## src/rtl/adbus_pkg.sv

```systemverilog
package adbus_pkg;
  typedef enum logic [2:0] {
    ST_IDLE, ST_T1, ST_T2, ST_T3, ST_TW, ST_T4, ST_HOLD
  } busState_t;

  typedef struct packed {
    logic load;       // latch request (idle -> T1)
    logic addrPhase;  // T1
    logic dataPhase;  // T2, T3, wait states
    logic lastPhase;  // T4
    logic strobe;     // read/write strobe window
    logic capture;    // take read data at this edge
    logic floatBus;   // bus granted away
  } busStrobe_t;
endpackage

```

## src/rtl/adbus_ctrl.sv

```systemverilog
module adbus_ctrl
  import adbus_pkg::*;
(
  input  logic       clk,
  input  logic       rstN,
  input  logic       reqValid,
  input  logic       ready,
  input  logic       hold,
  output busStrobe_t stb,
  output logic       hlda,
  output logic       cycleDone
);
  busState_t state, nextState;

  always_comb begin
    nextState = state;
    unique case (state)
      ST_IDLE: if (hold) nextState = ST_HOLD;
               else if (reqValid) nextState = ST_T1;
      ST_T1:   nextState = ST_T2;
      ST_T2:   nextState = ST_T3;
      ST_T3:   nextState = ready ? ST_T4 : ST_TW;
      ST_TW:   nextState = ready ? ST_T4 : ST_TW;
      ST_T4:   nextState = ST_IDLE;
      ST_HOLD: if (!hold) nextState = ST_IDLE;
      default: nextState = ST_IDLE;
    endcase
  end

  always_ff @(posedge clk or negedge rstN) begin
    if (!rstN) state <= ST_IDLE;
    else       state <= nextState;
  end

  always_comb begin
    stb.load      = (state == ST_IDLE) && !hold && reqValid;
    stb.addrPhase = (state == ST_T1);
    stb.dataPhase = (state == ST_T2) || (state == ST_T3) || (state == ST_TW);
    stb.lastPhase = (state == ST_T4);
    stb.strobe    = stb.dataPhase;
    stb.capture   = ((state == ST_T3) || (state == ST_TW)) && ready;
    stb.floatBus  = (state == ST_HOLD);
  end

  assign hlda      = (state == ST_HOLD);
  assign cycleDone = (state == ST_T4);

  p_grant_follows_hold_r9: assert property (@(posedge clk) disable iff (!rstN)
    $rose(hlda) |-> $past(hold));
  p_release_one_clock_r10: assert property (@(posedge clk) disable iff (!rstN)
    (hlda && !hold) |=> !hlda);
  p_wait_holds_strobe_r7: assert property (@(posedge clk) disable iff (!rstN)
    (stb.dataPhase && (state != ST_T2) && !ready) |=> stb.dataPhase);
  p_no_grant_in_cycle_r9: assert property (@(posedge clk) disable iff (!rstN)
    (stb.addrPhase || stb.dataPhase) |=> !hlda);
endmodule

```

## src/rtl/adbus_dp.sv

```systemverilog
module adbus_dp
  import adbus_pkg::*;
#(
  parameter int ADDR_W = 20,
  parameter int DATA_W = 16,
  parameter int SEG_W  = 2
) (
  input  logic              clk,
  input  logic              rstN,
  input  busStrobe_t        stb,
  input  logic              reqWrite,
  input  logic              reqIo,
  input  logic [ADDR_W-1:0] reqAddr,
  input  logic [DATA_W-1:0] reqWdata,
  input  logic [SEG_W-1:0]  reqSeg,
  input  logic              intEnable,
  input  logic [DATA_W-1:0] adIn,
  output logic [DATA_W-1:0] rdData,
  output logic [ADDR_W-1:0] adOut,
  output logic              lowOe,
  output logic              highOe,
  output logic              ctlOe,
  output logic              ale,
  output logic              rdN,
  output logic              wrN,
  output logic              mIo,
  output logic              dtR,
  output logic              denN
);
  localparam int HI_W = ADDR_W - DATA_W;

  logic              curWrite, curIo, curIe;
  logic [ADDR_W-1:0] curAddr;
  logic [DATA_W-1:0] curWdata;
  logic [SEG_W-1:0]  curSeg;
  logic [HI_W-1:0]   statusWord;

  always_ff @(posedge clk or negedge rstN) begin
    if (!rstN) begin
      curWrite <= 1'b0;
      curIo    <= 1'b0;
      curIe    <= 1'b0;
      curAddr  <= '0;
      curWdata <= '0;
      curSeg   <= '0;
    end else if (stb.load) begin
      curWrite <= reqWrite;
      curIo    <= reqIo;
      curIe    <= intEnable;
      curAddr  <= reqAddr;
      curWdata <= reqWdata;
      curSeg   <= reqSeg;
    end
  end

  always_ff @(posedge clk or negedge rstN) begin
    if (!rstN)            rdData <= '0;
    else if (stb.capture) rdData <= adIn;
  end

  // top status bit stays 0, then interrupt enable, then segment code
  assign statusWord = HI_W'({1'b0, curIe, curSeg});

  always_comb begin
    adOut  = stb.addrPhase ? curAddr : {statusWord, curWdata};
    lowOe  = stb.addrPhase || ((stb.dataPhase || stb.lastPhase) && curWrite);
    highOe = stb.addrPhase || stb.dataPhase || stb.lastPhase;
    ctlOe  = !stb.floatBus;
    ale    = stb.addrPhase;
    rdN    = !(stb.strobe && !curWrite);
    wrN    = !(stb.strobe && curWrite);
    denN   = !stb.strobe;
    mIo    = !curIo;
    dtR    = curWrite;
  end

  p_ale_single_r2: assert property (@(posedge clk) disable iff (!rstN)
    ale |=> !ale);
  p_read_lines_free_r4: assert property (@(posedge clk) disable iff (!rstN)
    !rdN |-> !lowOe);
  p_write_data_stable_r5: assert property (@(posedge clk) disable iff (!rstN)
    (!wrN && $past(!wrN)) |-> $stable(adOut));
  p_capture_needs_read_r8: assert property (@(posedge clk) disable iff (!rstN)
    (stb.capture && !curWrite) |-> !rdN);
endmodule

```

## src/rtl/mux_bus_unit.sv

```systemverilog
module mux_bus_unit
  import adbus_pkg::*;
#(
  parameter int ADDR_W = 20,
  parameter int DATA_W = 16,
  parameter int SEG_W  = 2
) (
  input  logic              clk,
  input  logic              rstN,
  input  logic              reqValid,
  input  logic              reqWrite,
  input  logic              reqIo,
  input  logic [ADDR_W-1:0] reqAddr,
  input  logic [DATA_W-1:0] reqWdata,
  input  logic [SEG_W-1:0]  reqSeg,
  input  logic              intEnable,
  output logic              cycleDone,
  output logic [DATA_W-1:0] rdData,
  output logic [ADDR_W-1:0] adOut,
  input  logic [DATA_W-1:0] adIn,
  output logic              lowOe,
  output logic              highOe,
  output logic              ctlOe,
  output logic              ale,
  output logic              rdN,
  output logic              wrN,
  output logic              mIo,
  output logic              dtR,
  output logic              denN,
  input  logic              ready,
  input  logic              hold,
  output logic              hlda
);
  busStrobe_t stb;

  adbus_ctrl u_ctrl (
    .clk(clk), .rstN(rstN), .reqValid(reqValid), .ready(ready), .hold(hold),
    .stb(stb), .hlda(hlda), .cycleDone(cycleDone)
  );

  adbus_dp #(.ADDR_W(ADDR_W), .DATA_W(DATA_W), .SEG_W(SEG_W)) u_dp (
    .clk(clk), .rstN(rstN), .stb(stb),
    .reqWrite(reqWrite), .reqIo(reqIo), .reqAddr(reqAddr), .reqWdata(reqWdata),
    .reqSeg(reqSeg), .intEnable(intEnable), .adIn(adIn), .rdData(rdData),
    .adOut(adOut), .lowOe(lowOe), .highOe(highOe), .ctlOe(ctlOe), .ale(ale),
    .rdN(rdN), .wrN(wrN), .mIo(mIo), .dtR(dtR), .denN(denN)
  );

  p_granted_bus_floats_r9: assert property (@(posedge clk) disable iff (!rstN)
    hlda |-> (!lowOe && !highOe && !ctlOe));
  p_done_after_strobe_r8: assert property (@(posedge clk) disable iff (!rstN)
    $rose(cycleDone) |-> $past(!rdN || !wrN));
endmodule

```

## config.mk

```make
export PLATFORM = sky130hd
export DESIGN_NAME = mux_bus_unit
export DESIGN_NICKNAME = d
export VERILOG_FILES = /design/src/rtl/adbus_pkg.sv /design/src/rtl/adbus_ctrl.sv /design/src/rtl/adbus_dp.sv /design/src/rtl/mux_bus_unit.sv
export SDC_FILE = /design/constraint.sdc
export NUM_CORES = 1
export LEC_CHECK = 0
export ABC_AREA = 1
export BUFFER_PORTS_ARGS = -buffer_cell sky130_fd_sc_hd__buf_4
export CAP_MARGIN = 25
export CORE_MARGIN = 1.5
export CORE_UTILIZATION = 52
export CTS_CLUSTER_DIAMETER = 60
export DETAILED_ROUTE_END_ITERATION = 12
export GPL_ROUTABILITY_DRIVEN = 0
export PLACE_DENSITY = 0.83
export RECOVER_POWER = 50
export SLEW_MARGIN = 10
export SYNTH_ARGS = -nofsm -noshare
export SYNTH_HDL_FRONTEND = slang
export SYNTH_SLANG_ARGS = --single-unit
```

## constraint.sdc

```tcl
create_clock -name clk -period 3.6 [get_ports clk]
set_input_delay 0.18 -clock clk [delete_from_list [all_inputs] [get_ports clk]]
set_output_delay 0.18 -clock clk [all_outputs]
set_load 0.01 [all_outputs]
```

## Word level (Yosys, flattened, before mapping)

Cells that the tools add are included.

- Equal/unequal tests: 8
- Muxes and demuxes: 6
- Reduce and logical (&&, ||, !) cells: 23

Operator list:

| cell | count |
|---|---|
| 20-bit two-way mux | 1 |
| 3-bit case mux with 5 select lines | 1 |
| 3-bit == test, second input constant | 3 |
| 3-bit two-way mux | 3 |
| 1-bit logical NOT | 7 |
| 1-bit logical OR | 7 |
| 3-bit by 2-bit == test with 1-bit output, second input constant | 2 |
| 1-bit logical AND | 6 |
| 3-bit by 1-bit == test with 1-bit output, second input constant | 1 |
| 3-bit logical NOT | 1 |
| 3-bit != test, second input constant | 1 |
| 2-bit != test, second input constant | 1 |
| 2-bit AND reduction | 1 |
| 2-bit OR reduction | 1 |
| 1-bit two-way mux | 1 |

- Bits in registers: 60
- Logic and storage cells: 45

## Longest topological paths before layout

Gate-level depths: netlist of run 1.

- Word-level depth: 6
- Mapped depth: 6

## By module

From an unflattened synthesis of run 1, not the netlist that was laid out.

- Cells, all modules: 330
- Area, all modules: 2,835.2 µm²

Modules (own cells, without submodules):

| module | instances | cells an instance | area each (µm²) | seq. area each (µm²) |
|---|---|---|---|---|
| adbus_dp | 1 | 295 | 2,571.2 | 1,426.4 |
| adbus_ctrl | 1 | 35 | 264.0 | 75.1 |

## Worst setup path after synthesis of run 1

Ideal clock, no wire load.

- Path kind: reg2out
- From: register u_ctrl.state[1]
- To: output port adOut[0]
- Arrival: 1,163 ps
- Data required time: 3,420 ps
- Setup slack: 2,257 ps
- Cell stages (with the launch flop): 5
- Path buffers: 1
- Path through: dfrtp_1 > inv_1 > nand3_1 > buf_2 > o21ai_0

- Word-level cells in the longest chain between the ends: 2

RTL lines:

| element | RTL line | RTL |
|---|---|---|
| start, declared | adbus_ctrl.sv:13 | `busState_t state, nextState;` |
| start signal, assigned | adbus_ctrl.sv:32 | `else state <= nextState;` |
| 3-bit by 1-bit == test with 1-bit output | adbus_ctrl.sv:37 | `stb.addrPhase = (state == ST_T1);` |
| 20-bit two-way mux | adbus_dp.sv:65 | `adOut = stb.addrPhase ? curAddr : {statusWord, curWdata};` |
| end, declared | mux_bus_unit.sv:19 | `output logic [ADDR_W-1:0] adOut,` |

No other way between the ends.

## Worst setup path after layout of run 1

- From: register u_ctrl.state[2]
- To: register u_dp.rdData[10]

- Word-level cells in the longest chain between the ends: 3
- Elaborated cells between the ends (all ways): 4
- Classes of those cells: eq/ne (2); reduce/logical (2)

RTL lines:

| element | RTL line | RTL |
|---|---|---|
| 3-bit by 2-bit == test with 1-bit output / 3-bit == test (equally long branches) | adbus_ctrl.sv:41 | `stb.capture = ((state == ST_T3) \|\| (state == ST_TW)) && ready;` |
| 1-bit logical OR (*) | adbus_ctrl.sv:41 |  |
| 1-bit logical AND (*) | adbus_ctrl.sv:41 |  |
| end signal, assigned | adbus_dp.sv:58 | `else if (stb.capture) rdData <= adIn;` |
| end, declared | adbus_dp.sv:18 | `output logic [DATA_W-1:0] rdData,` |

Mark *: on every way between the ends. The rest lies on a longest branch, timed or not.
A chain may end at the register's enable or synchronous reset.

==> results of run 1 <==
==> registers in the layout, indices dropped and copies added (netlist names) <==
signal and flops:
u_ctrl.state 3, u_dp.curIe 1, u_dp.curSeg 2, u_dp.curWdata 16
u_dp.curAddr 20, u_dp.rdData 16, u_dp.dtR 1, u_dp.curIo 1
==> per-layer routing <==
layer  share of wire  global-route usage  vias up
met1            0.42               0.286     1148
met4           0.018               0.109        0
li1                -                   -     1222
met5               0                   0        -
met2            0.51               0.383       90
met3           0.061              0.0491       11
==> power by group <==
part	total [W]	switching, W	leakage (nW)	internal, W
sequential	0.00116	0.000161	0.741	0.000998
combinational	0.00141	0.000815	1.09	0.000597
clock	0.000748	0.000252	0.127	0.000497
==> repair_timing <==
action	in CTS	in global routing
endpoints found under the hold margin	60	0
hold buffers	1	0
endpoints found under the setup margin	0	0
==> critical path, stage by stage, from the launching register on <==
cell,delay [ns]
sky130_fd_sc_hd__dfrtp_1,0.39
sky130_fd_sc_hd__inv_1,0.18
sky130_fd_sc_hd__nand2_1,0.14
sky130_fd_sc_hd__nand3_1,0.96
sky130_fd_sc_hd__o21ai_1,0.52
==> synth_stat cells, drive strengths merged <==
library cell / n / share of area
nand3: 7 / 0.021
a21oi: 1 / 0.0031
o211ai: 1 / 0.0027
clkbuf: 4 / 0.0098
nand4: 3 / 0.0067
buf: 13 / 0.043
dfrtp: 60 / 0.54
inv: 46 / 0.062
o21ai: 77 / 0.16
nor3: 1 / 0.0018
nor2: 4 / 0.014
nand2: 105 / 0.14
==> through the flow <==
step,std cells,utilization,setup WS (ns)
CTS,501,0.743,1.62
global placement,484,0.692,1.80
detailed placement,484,0.692,1.74
finish,501,0.725,1.29
global route,501,0.725,1.01
floorplan,322,-,2.26
==> worst paths after layout <==
check | from | end | slack [ns] | depth (start not counted)
setup / recovery | u_ctrl.state[2] | u_dp.rdData[10] | 1.29 | 4
hold / removal | reqWdata[15] | u_dp.curWdata[15] | 0.04 | 3
setup reg to reg | u_ctrl.state[2] | u_dp.rdData[10] | 1.29 | 4
hold reg to reg | u_dp.rdData[15] | u_dp.rdData[15] | 0.48 | 2
max in group asynchronous | rstN | u_dp.curWdata[14] | 1.99 | 2
min in group asynchronous | rstN | u_dp.rdData[1] | 0.74 | 2
==> kinds of logic after synthesis <==
group           synth area share
simple gates               0.185
flops                      0.536
buf+inv                    0.114
compound gates             0.165
==> cell type report <==
| cell class | count | area share |
|---|---|---|
| Sequential cell | 60 | 0.403 |
| Clock buffer | 12 | 0.0416 |
| Tap cell | 70 | 0.0235 |
| Multi-Input combinational cell | 199 | 0.258 |
| Clock inverter | 4 | 0.0255 |
| Timing Repair Buffer | 110 | 0.202 |
| Inverter | 46 | 0.0463 |
==> impl_metrics.csv, run 1 <==
group,metric,value,unit
worst_setup_path,critPathRequiredTime,3.81,ns
cts,htree_levels,3,
worst_setup_path,crit_path_max_fanout,33,
placed_design,placed_cell_area,3560,um2
layout,fillerInstances,438,
floorplanning,design.core.area,5140,um2
sta,rsz0062_at_grt,"no",
sta,fin_tns_setup,0,ns
synthesis,synth_sequential_area_ratio,0.536,
cts,cell_at_the_root_of_the_clock_tree,"sky130_fd_sc_hd__clkbuf_8",
global_route,grt_max_degree,64,
worst_setup_path,worst-setup-path-type,"flip-flop to flip-flop",
layout,synthToLayoutAreaGrowth,33.2,%
cts,post-cts-setup-buffers,0,
sta,fmaxAchievable,432,MHz
global_route,grt_pass1_vias,2403,
detailed_routing,antenna_violating_nets_post_route,0,
cts,insertion_delay,0.34,ns
cts,path_clk_slew,0.07,ns
layout,final_area,3730,um2
cts,cts_inserted_buffers,9,
sta,timing.max_slew.rel_slack,0.0293,
global_route,grt_pass1_wl,10600,um
floorplanning,initial_core_util,0.545,
detailed_routing,drt_iter0_drc,145,
sta,finalHoldViolCount,0,
global_route,antenna_found_initial,0,
layout,multi_input_area,962,um2
detailed_routing,drt_pre_antenna_iters,5,
synthesis,mappedNetlistNets,384,
floorplanning,die_height,76.4,um
layout,layout-drive-gt1-share,0.290,
power,p_total,0.00332,W
floorplanning,top_level_ports,109,
cts,post_cts.resized_instances,0,
global_route,grtUsageTotal,0.230,
layout,n_antenna_cell,0,
global_route,global_route.overflow_total,0,
layout,finish.net_count,488,
cts,cts_max_path_buffers,2,
synthesis,netlist_instances,322,
power,power_leakage,1.96,nW
floorplanning,die-width,76.4,um
power,power.density_cell_area,890,nW/um2
worst_setup_path,crit_path_end_kind,"flip-flop",
synthesis,post_synth.cell_area_avg,8.70,um2
synthesis,syn_area,2800,um2
sta,final.hold.worst_slack,0.0404,ns
floorplanning,row_count,26,
synthesis,postSynthRegisterBits,60,
sta,worst_clock_skew,0.00785,ns
sta,final-max-slew-violation-count,0,
detailed_routing,detail_route.vias_per_cell,4.93,
worst_setup_path,critical_path.startpoint_type,"flip-flop",
outcome,run_status,"complete, no violations",
cts,tritoncts_clock_tree,"yes",
floorplanning,design.die.area,5830,um2
layout,sequential_cell_area,1500,um2
run,drv.max_cap_violation_count,0,
cts,clock_sink_count,60,
worst_setup_path,crit_path_arrival_time,2.52,ns
synthesis,synth-warning-count,0,
sta,setup_viol,0,
detailed_routing,drt_drc_violations_left,0,
min_path,hold_path_class,"input port to flip-flop",
detailed_routing,routed_wl,6350,um
layout,layout_common_cells,"sky130_fd_sc_hd__nand2_1 (105), sky130_fd_sc_hd__buf_4 (89), sky130_fd_sc_hd__dfrtp_1 (60), sky130_fd_sc_hd__inv_1 (45), sky130_fd_sc_hd__o21ai_1 (32)",
power,ir_worst_vdd,556,uV
detailed_routing,route.detailed.wl_per_inst,12.7,um
sta,period_minus_slack,2.31,ns
synthesis,synth_cell_types,22,
detailed_routing,route.vias.total,2471,
sta,final_min_period_over_clock_period,0.643,
placed_design,buffer_ports.inserted,108,
sta,max_slew.worst_pin.slew,1.46,ns
layout,most_common_cell_after_layout_fill_and_taps_aside,"sky130_fd_sc_hd__nand2_1",
placed_design,sum_of_net_half_perimeters_after_detailed_placement,4340,um
No activity file was read; power rests on OpenSTA's default activity.
==> run 2: changes to the inputs <==
- CORE_UTILIZATION: 52 -> 44
- PLACE_DENSITY: 0.83 -> 0.75
- clock period: 3.6 -> 1.91 ns (I/O delays scaled with it)
==> run 2 against run 1 <==
  * Worst setup slack lost 1.1 ns
  * Final cell count grew 10%
  * Power grew 81%
  * Critical endpoint is now adOut[17]
  * Combinational power grew 100%
  * Highest routed layer unchanged
  * Core utilization shrank 3.6 points
  * Clock power grew 36%
  * Clock skew grew 0.00068 ns
==> impl_metrics.csv, run 2 (synthesis results as in run 1) <==
group,metric,value,unit
outcome,run_status,"complete, no violations",
worst_setup_path,worst-setup-path-type,"flip-flop to output port",
floorplanning,design.core.area,6030,um2
power,power.density_cell_area,1450,nW/um2
cts,clock_sink_count,60,
worst_setup_path,crit_path_end_kind,"output port",
placed_design,buffer_ports.inserted,108,
detailed_routing,drt_iter0_drc,120,
worst_setup_path,kind_of_cell_with_the_highest_combined_delay_on_the_critical_path,"buffers and inverters",
layout,multi_input_area,976,um2
cts,cts_max_path_buffers,2,
floorplanning,design.die.area,6850,um2
detailed_routing,drt_drc_violations_left,0,
layout,largest_reg_flops,20,
worst_setup_path,cp_cell_sequence,"inv_2 -> nand3_2 -> buf_12 -> o21ai_0 -> buf_4",
sta,finalHoldViolCount,0,
floorplanning,die-width,82.8,um
sta,worst_clock_skew,0.00853,ns
floorplanning,row_count,28,
sta,period_minus_slack,1.72,ns
sta,setup_viol,0,
global_route,grt_max_degree,61,
power,ir_worst_vdd,794,uV
layout,synthToLayoutAreaGrowth,48.3,%
detailed_routing,met1Wirelength,3120,um
cts,path_clk_slew,0.07,ns
sta,rsz0062_at_grt,"no",
detailed_routing,detail_route.vias_per_cell,4.74,
min_path,hold_path_class,"input port to flip-flop",
sta,final-max-slew-violation-count,0,
sta,fmaxAchievable,580,MHz
worst_setup_path,critPathRequiredTime,1.81,ns
layout,finish.utilization,0.689,
layout,finish.net_count,534,
layout,layout-drive-gt1-share,0.271,
global_route,grt_pass1_vias,2501,
detailed_routing,routed_wl,7260,um
cts,cts_inserted_buffers,9,
cts,cell_at_the_root_of_the_clock_tree,"sky130_fd_sc_hd__clkbuf_8",
layout,fillerInstances,483,
detailed_routing,route.detailed.wl_per_inst,13.2,um
cts,tritoncts_clock_tree,"yes",
sta,final_min_period_over_clock_period,0.903,
global_route,grtUsageTotal,0.224,
detailed_routing,routed-wl-met2,3560,um
layout,largest_registers,"u_dp.curAddr: 20 flops, u_dp.curWdata: 16 flops, u_dp.rdData: 16 flops",
floorplanning,top_level_ports,109,
sta,max_slew.worst_pin.slew,1.34,ns
cts,insertion_delay,0.33,ns
detailed_routing,maxUsedRoutingLayer,"met4",
worst_setup_path,slowest_delay,0.41,ns
cts,htree_levels,3,
power,power_leakage,2.13,nW
layout,layout_common_cells,"sky130_fd_sc_hd__nand2_1 (105), sky130_fd_sc_hd__buf_4 (90), sky130_fd_sc_hd__dfrtp_1 (60), sky130_fd_sc_hd__dlygate4sd3_1 (45), sky130_fd_sc_hd__inv_1 (44)",
sta,timing.max_slew.rel_slack,0.107,
detailed_routing,antenna_violating_nets_post_route,0,
worst_setup_path,critical_path.startpoint_type,"flip-flop",
floorplanning,initial_core_util,0.465,
run,drv.max_cap_violation_count,0,
floorplanning,die_height,82.8,um
worst_setup_path,crit_path_max_fanout,40,
layout,most_common_cell_after_layout_fill_and_taps_aside,"sky130_fd_sc_hd__nand2_1",
sta,fin_tns_setup,0,ns
worst_setup_path,critPathSlowestCell,"sky130_fd_sc_hd__dfrtp_1",
global_route,global_route.overflow_total,0,
detailed_routing,detailroute.wirelength.met3,505,um
layout,sequential_cell_area,1500,um2
detailed_routing,route.vias.total,2613,
global_route,grt_pass1_wl,11500,um
layout,n_antenna_cell,0,
layout,max_flop_register,"u_dp.curAddr",
worst_setup_path,crit_path_arrival_time,1.63,ns
global_route,antenna_found_initial,0,
placed_design,sum_of_net_half_perimeters_after_detailed_placement,4400,um
detailed_routing,drt_pre_antenna_iters,4,
worst_setup_path,critical_path_buf_inv_count,3,
==> run 2: changes by cell type in the layout (fill, tap and decap cells not counted), moves of 2 or more <==
cell                            before  now
sky130_fd_sc_hd__dlygate4sd3_1       1   45
sky130_fd_sc_hd__bufinv_16           3    0
sky130_fd_sc_hd__o21ai_0            30   27
sky130_fd_sc_hd__buf_12              0    2
sky130_fd_sc_hd__nand3_1             6    4
sky130_fd_sc_hd__o21ai_1            32   34
==> run 2: what timing repair did <==
action,in CTS,in global routing
gates resized for setup,0,4
setup endpoints to repair,0,13
endpoints found under the hold margin,104,0
hold buffers,45,0
buffers inserted,0,0
==> run 2: where the power goes <==
part | total (W) | internal (W) | switching (W) | leakage, nW
Sequential | 0.00218 | 0.00188 | 0.000299 | 0.741
Clock | 0.00102 | 0.000532 | 0.000485 | 0.0893
Combinational | 0.00283 | 0.00123 | 0.00160 | 1.30
==> run 2: path summary, 6_finish.rpt <==
check | slack [ns] | end | startpoint | depth (start not counted)
setup / recovery | 0.19 | adOut[17] | u_ctrl.state[2] | 5
hold / removal | 0.02 | u_dp.rdData[9] | adIn[9] | 3
setup reg to reg | 0.19 | u_dp.curAddr[8] | u_ctrl.state[0] | 6
min in group asynchronous | 0.62 | u_dp.rdData[1] | rstN | 2
max in group asynchronous | 0.48 | u_ctrl.state[1] | rstN | 2
hold reg to reg | 0.48 | u_dp.rdData[7] | u_dp.rdData[7] | 2
==> run 2: final cells by class <==
| cell class | instances | share of cell area |
|---|---|---|
| flip-flops and latches | 60 | 0.362 |
| clock inverters | 2 | 0.00241 |
| repair buffers | 156 | 0.298 |
| well taps | 75 | 0.0226 |
| multi-input cells | 199 | 0.235 |
| inverters | 46 | 0.0416 |
| clock buffers | 13 | 0.0383 |
==> run 2: metal layers <==
metal | vias to the layer above | GRT usage
met4 | 0 | 0.0600
met5 | - | 0
met1 | 1195 | 0.281
met3 | 7 | 0.0590
met2 | 104 | 0.383
li1 | 1307 | -
==> run 2: worst reg2reg max path, cell delays in order, from the launching register on <==
cell and delay (ns):
sky130_fd_sc_hd__dfrtp_1 0.48, sky130_fd_sc_hd__nor2_1 0.30, sky130_fd_sc_hd__nand3_4 0.15, sky130_fd_sc_hd__nor2_8 0.27, sky130_fd_sc_hd__buf_12 0.25, sky130_fd_sc_hd__nand2_1 0.10, sky130_fd_sc_hd__o21ai_1 0.10
==> run 2: metrics by stage <==
stage | hold slack [ns] | total power [W] | setup slack (ns) | instance area (um2) | instances
finish | 0.0180 | 0.00602 | 0.185 | 4150 | 551
global route | 0.00824 | 0.00652 | 0.0441 | 4150 | 551
CTS | 0.00473 | 0.00618 | 0.102 | 4220 | 551
detailed placement | 0.220 | 0.00509 | 0.370 | 3600 | 491
global placement | 0.212 | 0.00501 | 0.435 | 3600 | 491
floorplan | -0.200 | 0.00386 | 0.637 | 2800 | 322
==> run 3: changes to the inputs <==
- CORE_UTILIZATION: 44 -> 40
- PLACE_DENSITY: 0.75 -> 0.69
==> run 3 against run 2 <==
  * The flow now finishes with violations (capacitance limit)
  * Clock power increased by 18%
  * Cell area up 1.1%
  * Clock skew down 0.0036 ns
  * Register-to-register slack barely moved
  * Via count fell by 0.92%
  * Maximum frequency fell by 1.5%
==> impl_metrics.csv, run 3 (synthesis results as in run 1) <==
group,metric,value,unit
cts,insertion_delay,0.33,ns
detailed_routing,antenna_violating_nets_post_route,0,
detailed_routing,routed_wl,6960,um
sta,final_min_period_over_clock_period,0.916,
sta,timing.max_slew.rel_slack,0.00425,
worst_setup_path,setup_crit_start,"u_ctrl.state[2]",
cts,cts_max_path_buffers,2,
sta,max_slew.worst_pin.slew,1.49,ns
global_route,grt_pass1_vias,2596,
detailed_routing,route.detailed.wl_per_inst,12.2,um
sta,final-max-slew-violation-count,0,
floorplanning,design.core.area,6790,um2
worst_setup_path,crit_path_end_kind,"output port",
worst_setup_path,slowest_delay,0.42,ns
worst_setup_path,regToRegStartpoint,"u_ctrl.state[0]",
sta,rsz0062_at_grt,"no",
worst_setup_path,path_common_cell,"sky130_fd_sc_hd__buf_4",
worst_setup_path,kind_of_cell_with_the_highest_combined_delay_on_the_critical_path,"buffers and inverters",
layout,layout_common_cells,"sky130_fd_sc_hd__nand2_1 (105), sky130_fd_sc_hd__buf_4 (92), sky130_fd_sc_hd__dfrtp_1 (60), sky130_fd_sc_hd__inv_1 (44), sky130_fd_sc_hd__dlygate4sd3_1 (42)",
worst_setup_path,cp_cell_sequence,"inv_2 -> nand3_1 -> buf_4 -> o21ai_0 -> buf_4",
floorplanning,die-width,86.7,um
global_route,grt.met2_usage,0.325,
layout,layoutNonFillerInstCount,572,
global_route,grt_max_degree,61,
global_route,gr-usage-met3,0.0486,
worst_setup_path,crit_path_max_fanout,24,
sta,worst_clock_skew,0.00493,ns
sta,fin_tns_setup,0,ns
layout,most_common_cell_after_layout_fill_and_taps_aside,"sky130_fd_sc_hd__nand2_1",
detailed_routing,drt_drc_violations_left,0,
floorplanning,design.die.area,7510,um2
detailed_routing,detail_route.vias_per_cell,4.53,
layout,synthToLayoutAreaGrowth,49.8,%
worst_setup_path,worst-setup-path-type,"flip-flop to output port",
cts,cell_at_the_root_of_the_clock_tree,"sky130_fd_sc_hd__clkbuf_8",
placed_design,buffer_ports.inserted,108,
run,drv.max_cap_violation_count,1,
min_path,hold_path_class,"input port to flip-flop",
floorplanning,initial_core_util,0.412,
worst_setup_path,crit_path_arrival_time,1.65,ns
cts,cts_inserted_buffers,9,
layout,fillerInstances,608,
outcome,run_status,"finished with violations",
cts,htree_levels,3,
floorplanning,die_height,86.7,um
global_route,grt_pass1_wl,11600,um
placed_design,sum_of_net_half_perimeters_after_detailed_placement,4450,um
worst_setup_path,critical_path.startpoint_type,"flip-flop",
worst_setup_path,critPathSlowestCell,"sky130_fd_sc_hd__dfrtp_1",
power,p_total,0.00617,W
global_route,antenna_found_initial,0,
detailed_routing,drt_iter0_drc,84,
outcome,violated_checks,"capacitance limit",
global_route,groute.layer.met1.usage,0.249,
global_route,global_route.overflow_total,0,
sta,fmaxAchievable,571,MHz
sta,finalHoldViolCount,0,
global_route,grtUsageTotal,0.198,
cts,tritoncts_clock_tree,"yes",
worst_setup_path,critical_path_buf_inv_count,3,
cts,clock_sink_count,60,
global_route,busiest_layer,"met2",
floorplanning,row_count,30,
placed_design,place_inst,514,
power,power_leakage,2.13,nW
layout,n_antenna_cell,0,
min_path,hold_sp,"adIn[9]",
layout,largest_reg_flops,20,
layout,layout-drive-gt1-share,0.279,
detailed_routing,drt_pre_antenna_iters,4,
layout,finish.net_count,533,
detailed_routing,route.vias.total,2589,
layout,max_flop_register,"u_dp.curAddr",
cts,path_clk_slew,0.07,ns
layout,largest_registers,"u_dp.curAddr: 20 flops, u_dp.curWdata: 16 flops, u_dp.rdData: 16 flops",
worst_setup_path,critPathRequiredTime,1.81,ns
sta,setup_viol,0,
sta,period_minus_slack,1.75,ns
power,ir_worst_vdd,939,uV
power,power.density_cell_area,1470,nW/um2
floorplanning,top_level_ports,109,
[run 3: cell types whose count changed in the layout (fill, tap and decap cells not counted), sizes merged]
| cell | delta |
|---|---|
| clkbuf | +1 |
| dlygate4sd3 | -3 |
| bufinv | +1 |
| buf | +1 |
[run 3: cell type report]
class | instances | area, um2 | share of cell area
sequential | 60 | 1500 | 0.358
timing repair buffer | 155 | 1220 | 0.292
multi-input combinational | 199 | 965 | 0.230
inverter | 46 | 173 | 0.0412
clock buffer | 13 | 169 | 0.0403
tap | 96 | 120 | 0.0286
clock inverter | 3 | 43.8 | 0.0104
[run 3: tightest hold or removal path: stages]
cell and delay (ns):
sky130_fd_sc_hd__buf_4 0.10, sky130_fd_sc_hd__inv_1 0.06, sky130_fd_sc_hd__o21ai_2 0.05
[run 3: repair_timing]
| item | 4_1_cts | 5_1_grt |
|---|---|---|
| setup buffers | 0 | 0 |
| gates resized for setup | 0 | 0 |
| hold buffers | 42 | 0 |
| endpoints found under the hold margin | 101 | 0 |
[run 3: worst paths after layout]
path                                         end  slack (ns)  cells after the start
worst max-delay path                   adOut[10]        0.16                      5
worst min-delay path              u_dp.rdData[9]        0.02                      3
worst max register to register  u_dp.curAddr[10]        0.19                      6
worst min register to register    u_dp.curSeg[0]        0.48                      2
max in group asynchronous       u_dp.curAddr[16]        0.35                      2
min in group asynchronous         u_dp.rdData[0]        0.67                      2
[run 3: metal layers]
layer  share of wire  up-vias
li1                -     1309
met1            0.46     1171
met2            0.47       99
met3           0.060       10
met4           0.014        0
met5               0        -
[run 3: power breakdown]
part | switching, W | total, W | internal (W) | leakage (nW)
sequential | 0.000305 | 0.00218 | 0.00188 | 0.741
clock | 0.000491 | 0.00120 | 0.000710 | 0.110
combinational | 0.00156 | 0.00278 | 0.00123 | 1.28
[run 3: per-stage QoR]
step / setup slack (ns) / hold WS (ns) / cell area (um2) / util
6_report: 0.160 / 0.0170 / 4200 / 0.617
4_1_cts: 0.131 / 0.000220 / 4280 / 0.630
3_5_place_dp: 0.421 / 0.226 / 3650 / 0.537
3_3_place_gp: 0.492 / 0.219 / 3650 / 0.537
5_1_grt: 0.0207 / 0.00655 / 4200 / 0.617
2_1_floorplan: 0.637 / -0.200 / 2800 / -
